File: src/rtl/ddr_asm_pkg.sv
package ddr_asm_pkg;
    typedef enum logic {
        MODE_DDR = 1'b0,
        MODE_SDR = 1'b1
    } asm_mode_e;
endpackage

File: src/rtl/ddr_rise_stage.sv
module ddr_rise_stage
    import ddr_asm_pkg::*;
#(
    parameter int LANES = 7
) (
    input  logic                 clk_i,
    input  logic                 rst_i,
    input  logic                 mode_i,
    input  logic [2*LANES-1:0]   lanes_i,
    output logic [2*LANES-1:0]   cap_o,
    output asm_mode_e            mode_o,
    output logic                 armed_o
);
    localparam int W = 2 * LANES;

    typedef struct packed {
        logic [W-1:0] cap;
        asm_mode_e    mode;
        logic         armed;
    } rise_st_t;

    rise_st_t st_d, st_q;

    always_comb begin
        st_d = st_q;
        if (rst_i) begin
            st_d.cap   = '0;
            st_d.mode  = asm_mode_e'(mode_i);
            st_d.armed = 1'b0;
        end else begin
            st_d.cap   = lanes_i;
            st_d.armed = 1'b1;
        end
    end

    always_ff @(posedge clk_i) begin
        st_q <= st_d;
    end

    assign cap_o   = st_q.cap;
    assign mode_o  = st_q.mode;
    assign armed_o = st_q.armed;

    AST_MODE_HELD: assert property (@(posedge clk_i) disable iff (rst_i)
        !rst_i |=> $stable(st_q.mode));
endmodule

File: src/rtl/ddr_fall_stage.sv
module ddr_fall_stage #(
    parameter int LANES = 7
) (
    input  logic              clk_i,
    input  logic              rst_i,
    input  logic              armed_i,
    input  logic [LANES-1:0]  rise_cap_i,
    input  logic [LANES-1:0]  lanes_i,
    output logic [LANES-1:0]  even_o,
    output logic [LANES-1:0]  odd_o,
    output logic              pair_ok_o
);
    typedef struct packed {
        logic [LANES-1:0] even;
        logic [LANES-1:0] odd;
        logic             pair_ok;
    } fall_st_t;

    fall_st_t st_d, st_q;

    always_comb begin
        st_d = st_q;
        if (rst_i) begin
            st_d.even    = '0;
            st_d.odd     = '0;
            st_d.pair_ok = 1'b0;
        end else begin
            st_d.even    = rise_cap_i;
            st_d.odd     = lanes_i;
            st_d.pair_ok = armed_i;
        end
    end

    always_ff @(negedge clk_i) begin
        st_q <= st_d;
    end

    assign even_o    = st_q.even;
    assign odd_o     = st_q.odd;
    assign pair_ok_o = st_q.pair_ok;
endmodule

File: src/rtl/ddr_word_merge.sv
module ddr_word_merge
    import ddr_asm_pkg::*;
#(
    parameter int LANES = 7
) (
    input  asm_mode_e           mode_i,
    input  logic [LANES-1:0]    even_i,
    input  logic [LANES-1:0]    odd_i,
    input  logic [2*LANES-1:0]  sdr_i,
    output logic [2*LANES-1:0]  word_o
);
    localparam int W = 2 * LANES;

    logic [W-1:0] ddr_word;

    for (genvar k = 0; k < LANES; k++) begin : g_lane
        assign ddr_word[2*k]   = even_i[k];
        assign ddr_word[2*k+1] = odd_i[k];
    end

    always_comb begin
        word_o = (mode_i == MODE_SDR) ? sdr_i : ddr_word;
    end
endmodule

File: src/rtl/ddr_sample_assembler.sv
module ddr_sample_assembler
    import ddr_asm_pkg::*;
#(
    parameter int LANES = 7
) (
    input  logic                clk_i,
    input  logic                rst_i,
    input  logic                mode_i,
    input  logic [2*LANES-1:0]  lanes_i,
    output logic [2*LANES-1:0]  word_o,
    output logic                valid_o
);
    localparam int W = 2 * LANES;

    logic [W-1:0]     rise_cap;
    asm_mode_e        mode_q;
    logic             armed;
    logic [LANES-1:0] even_h;
    logic [LANES-1:0] odd_h;
    logic             pair_ok;
    logic [W-1:0]     merged;

    ddr_rise_stage #(.LANES(LANES)) u_rise (
        .clk_i   (clk_i),
        .rst_i   (rst_i),
        .mode_i  (mode_i),
        .lanes_i (lanes_i),
        .cap_o   (rise_cap),
        .mode_o  (mode_q),
        .armed_o (armed)
    );

    ddr_fall_stage #(.LANES(LANES)) u_fall (
        .clk_i      (clk_i),
        .rst_i      (rst_i),
        .armed_i    (armed),
        .rise_cap_i (rise_cap[LANES-1:0]),
        .lanes_i    (lanes_i[LANES-1:0]),
        .even_o     (even_h),
        .odd_o      (odd_h),
        .pair_ok_o  (pair_ok)
    );

    ddr_word_merge #(.LANES(LANES)) u_merge (
        .mode_i (mode_q),
        .even_i (even_h),
        .odd_i  (odd_h),
        .sdr_i  (rise_cap),
        .word_o (merged)
    );

    typedef struct packed {
        logic [W-1:0] word;
        logic         valid;
    } out_st_t;

    out_st_t out_d, out_q;

    always_comb begin
        out_d = out_q;
        if (rst_i) begin
            out_d.word  = '0;
            out_d.valid = 1'b0;
        end else begin
            out_d.valid = (mode_q == MODE_SDR) ? armed : pair_ok;
            out_d.word  = out_d.valid ? merged : '0;
        end
    end

    always_ff @(posedge clk_i) begin
        out_q <= out_d;
    end

    assign word_o  = out_q.word;
    assign valid_o = out_q.valid;

    logic [LANES-1:0] even_view;
    for (genvar k = 0; k < LANES; k++) begin : g_view
        assign even_view[k] = word_o[2*k];
    end

    AST_RESET_QUIET: assert property (@(posedge clk_i) disable iff (rst_i)
        $past(rst_i) |-> (!valid_o && word_o == '0));
    AST_IDLE_ZERO: assert property (@(posedge clk_i) disable iff (rst_i)
        !valid_o |-> word_o == '0);
    AST_DDR_EVEN: assert property (@(posedge clk_i) disable iff (rst_i)
        (valid_o && mode_q == MODE_DDR) |-> even_view == $past(lanes_i[LANES-1:0], 2));
    AST_SDR_WORD: assert property (@(posedge clk_i) disable iff (rst_i)
        (valid_o && mode_q == MODE_SDR) |-> word_o == $past(lanes_i, 2));
    AST_VALID_STEADY: assert property (@(posedge clk_i) disable iff (rst_i)
        valid_o |=> valid_o);
endmodule

File: config.mk
export PLATFORM = sky130hd
export DESIGN_NAME = ddr_sample_assembler
export DESIGN_NICKNAME = d
export VERILOG_FILES = /design/src/rtl/ddr_asm_pkg.sv /design/src/rtl/ddr_rise_stage.sv /design/src/rtl/ddr_fall_stage.sv /design/src/rtl/ddr_word_merge.sv /design/src/rtl/ddr_sample_assembler.sv
export SDC_FILE = /design/constraint.sdc
export NUM_CORES = 1
export LEC_CHECK = 0
export BUFFER_PORTS_ARGS = -buffer_cell sky130_fd_sc_hd__clkbuf_2
export CORE_ASPECT_RATIO = 1.2
export CORE_MARGIN = 2
export CORE_UTILIZATION = 55
export DETAILED_ROUTE_END_ITERATION = 7
export PLACE_DENSITY_LB_ADDON = 0.15
export SETUP_SLACK_MARGIN = 0.1
export SLEW_MARGIN = 10
export SYNTH_ARGS = -nofsm -noshare
export SYNTH_HDL_FRONTEND = slang
export SYNTH_SLANG_ARGS = --single-unit
export TNS_END_PERCENT = 100
File: constraint.sdc
create_clock -name clk_i -period 1.6 [get_ports clk_i]
set_input_delay 0.08 -clock clk_i [delete_from_list [all_inputs] [get_ports clk_i]]
set_output_delay 0.08 -clock clk_i [all_outputs]
set_load 0.05 [all_outputs]
**After elaboration in Yosys (flattened, before gate mapping)**

Cells that the tools add are included.

- Bitwise operators: 1
- Reduce and logical (&&, ||, !) cells: 1
- Muxes and demuxes: 3

Operators by type and width:

| kind | number |
|---|---|
| $mux W14 | 1 |
| $mux W1 | 2 |
| $reduce_or A2 Y1 | 1 |
| $not A1 Y1 | 1 |

- Input port bits: 17
- Word-level logic and storage cells: 13
- Register bits: 46

**Longest topological paths before layout**

- Depth in word-level cells: 3
- Mapped depth: 3

**By module**

A second synthesis with hierarchy kept.

- Cell total of the unflattened synthesis: 112
- Area total of the unflattened synthesis: 1,551.5 µm²

Modules (own cells, without submodules):

| module | times used | area an instance (µm²) | sequential area each (µm²) | cells each |
|---|---|---|---|---|
| ddr_sample_assembler | 1 | 484.2 | 300.3 | 33 |
| ddr_rise_stage | 1 | 461.7 | 330.3 | 32 |
| ddr_fall_stage | 1 | 436.7 | 300.3 | 32 |
| ddr_word_merge | 1 | 168.9 | 0.0 | 15 |

==> flow_metrics.env <==
export IMPL_start_util_pct=57.07
export IMPL_power_leakage_nw=0.8929
export IMPL_cp_start_kind="flop"
export IMPL_yosysSeqAreaShare_pct=65.84
export IMPL_globalplace_congestion=0.7532
export IMPL_critPathKind="flop to flop"
export IMPL_hold_path_class="input pin to flop"
export IMPL_ys_warn_count=0
export IMPL_instances_no_fill=225
export IMPL_antenna_found_initial=0
export IMPL_drv_slew=0
export IMPL_die_width_um=50.29
export IMPL_fp_dieArea_um2=2994
export IMPL_required_ns=1.89
export IMPL_grtUsageTotal_pct=19.22
export IMPL_synth_seq_cells=46
export IMPL_rsz0062_at_grt="true"
export IMPL_critPathMaxFanout=6
export IMPL_vias_per_cell=4.667
export IMPL_drtPass1Iterations=4
export IMPL_synth_top_family_by_area="simple AND/OR/NAND/NOR gates"
export IMPL_cts_buffer_depth=2
export IMPL_post_place_ws_ns=0.03884
export IMPL_drc=0
export IMPL_grt_pass1_wl_um=4029
export IMPL_final_common_cell="dfxtp_1"
export IMPL_layout_common_cells="44 x dfxtp_1, 31 x clkbuf_2, 22 x inv_1"
export IMPL_synth_compound_gate_area_share_pct=12.30
export IMPL_rows=20
export IMPL_cts_tree="yes"
export IMPL_port_buffers=31
export IMPL_path_clk_slew_ns=0.12
export IMPL_status="finished with violations"
export IMPL_fin_ws_ns=-0.01225
export IMPL_tightest_slew_ns=0.2988
export IMPL_io_pin_count=32
export IMPL_die_h_um=59.54
export IMPL_cts_sinks=46
export IMPL_nNetsFinal=208
export IMPL_drtIter0Drc=21
export IMPL_synthCells=123
export IMPL_drive_above_1_share_pct=34.38
export IMPL_cts_made_buffers=5
export IMPL_area_growth_pct=39.65
export IMPL_worstPathArrival_ns=1.91
export IMPL_async_reset_ff_share_pct=0
export IMPL_maxSlewHeadroom_pct=80.17
export IMPL_peakVddDrop_mv=0.9082
export IMPL_end_kind="flop"
export IMPL_netlist_cell_type_count=20
export IMPL_wl_um=2684
export IMPL_grt_max_degree=30
export IMPL_synth_simple_area_share_pct=16.99
export IMPL_totalNegativeSetupSlack_ns=-0.02749
export IMPL_netlist_area_um2=1414
export IMPL_clock_skew_ns=0.08139
export IMPL_hold_viol=0
export IMPL_p_total_w=0.002114
export IMPL_hpwl_um=1562
export IMPL_synth_edf_count=1
export IMPL_n_fill_cell=160
export IMPL_critPathSlowestCell="dfxtp_4"
export IMPL_crit_chain="clkbuf_16 -> nand2_1 -> o22ai_2"
export IMPL_wire_per_inst_um=11.93
export IMPL_coreArea_um2=2477
export IMPL_setup_viol=3
export IMPL_critPathMaxStageDelay_ns=0.38
export IMPL_synthMuxAreaShare_pct=0
export IMPL_grt_remaining_overflow=0
export IMPL_synthFlopType="dfxtp_1"
export IMPL_violations="setup timing"
export IMPL_htree_levels=2
export IMPL_synth_adder_area_share_pct=0
export IMPL_power_density_nw_per_um2=1071
export IMPL_clock_root_buffer="clkbuf_4"
export IMPL_clk_latency_ns=0.44
export IMPL_placed_cells=184
export IMPL_syn_area_per_cell_um2=11.49
export IMPL_vias=1050
export IMPL_antenna_left=0
export IMPL_synthXorXnorAreaFrac_pct=0
export IMPL_syn_nets=140
export IMPL_hold_ws_ns=0.01170
export IMPL_cap_violations=0
export IMPL_grt_pass1_vias=1005
export IMPL_antennaDiodeCount=0
-- flip-flops by register name (all words and copies together) (netlist names) --
register,count
u_rise.cap_o,14
u_rise.mode_o,1
valid_o,1
u_fall.odd_o,7
word_o,14
u_fall.pair_ok_o,1
u_fall.even_o,7
u_rise.armed_o,1
-- cell type report --
class	count	area, µm²	share of cell area [%]
clock buffer	7	45.04	2.281
clock inverter	16	61.31	3.105
inverter	7	26.28	1.331
multi-input combinational	63	460.4	23.32
sequential	46	934.6	47.34
tap	33	41.29	2.091
timing repair buffer	53	405.4	20.53
-- metrics by stage --
stage                     util, %  instance area [µm²]
after detailed placement    65.81                 1630
after global placement      65.81                 1630
final                       79.70                 1974
after global routing        79.70                 1974
after floorplan                 -                 1431
after CTS                   76.92                 1906
-- where the power goes --
group          switching [W]  leakage (nW)  internal [W]
logic               0.000120         0.402      0.000102
registers          0.0000221         0.382       0.00120
clock network       0.000448         0.109      0.000220
-- per-layer routing --
metal / global-route usage, % / vias to the layer above / share of wire [%]
met1: 17.62 / 487 / 39
li1: - / 529 / -
met2: 35.34 / 25 / 53
met3: 6.566 / 9 / 4.0
met5: 0 / - / 0
met4: 13.10 / 0 / 3.0
-- critical path: cells and delay by family (launching register included) --
kind            cells  cell delay [ns]
compound gates      1             0.11
buf+inv             1             0.16
flops               1             0.38
simple gates        1             0.06
-- cell families after synthesis --
logic type | Yosys count
compound gates | 15
simple gates | 48
flops | 46
buf+inv | 14
-- what timing repair did --
item | CTS | global route
endpoints found under the hold margin | 15 | 0
pin swaps | 0 | 6
endpoints found under the setup margin | 12 | 14
cloned | 0 | 1
buffers inserted | 0 | 1
hold buffers | 17 | 0
resized for setup | 1 | 8
-- final timing paths --
path                          startpoint                         end  slack [ns]  depth (start not counted)
min                                rst_i  u_rise.cap_o[7]$_SDFF_PP0_        0.01                          2
max reg2reg  u_fall.pair_ok_o$_SDFF_NP0_       word_o[13]$_SDFF_PP0_       -0.01                          3
min reg2reg   u_rise.cap_o[8]$_SDFF_PP0_        word_o[8]$_SDFF_PP0_        0.46                          2
max          u_fall.pair_ok_o$_SDFF_NP0_       word_o[13]$_SDFF_PP0_       -0.01                          3
-- cell usage after synthesis (all sizes together) (2+ instances only) --
| library cell | number | area share [%] |
|---|---|---|
| a21oi | 2 | 0.71 |
| nor2 | 6 | 1.6 |
| inv | 8 | 2.1 |
| nand2 | 21 | 5.8 |
| o22ai | 7 | 5.8 |
| nand2b | 2 | 1.1 |
| nor2b | 16 | 7.1 |
| o32ai | 6 | 5.8 |
| dfxtp | 45 | 64 |
| buf | 6 | 2.7 |
Note: power is estimated with default switching activity, not from simulation.
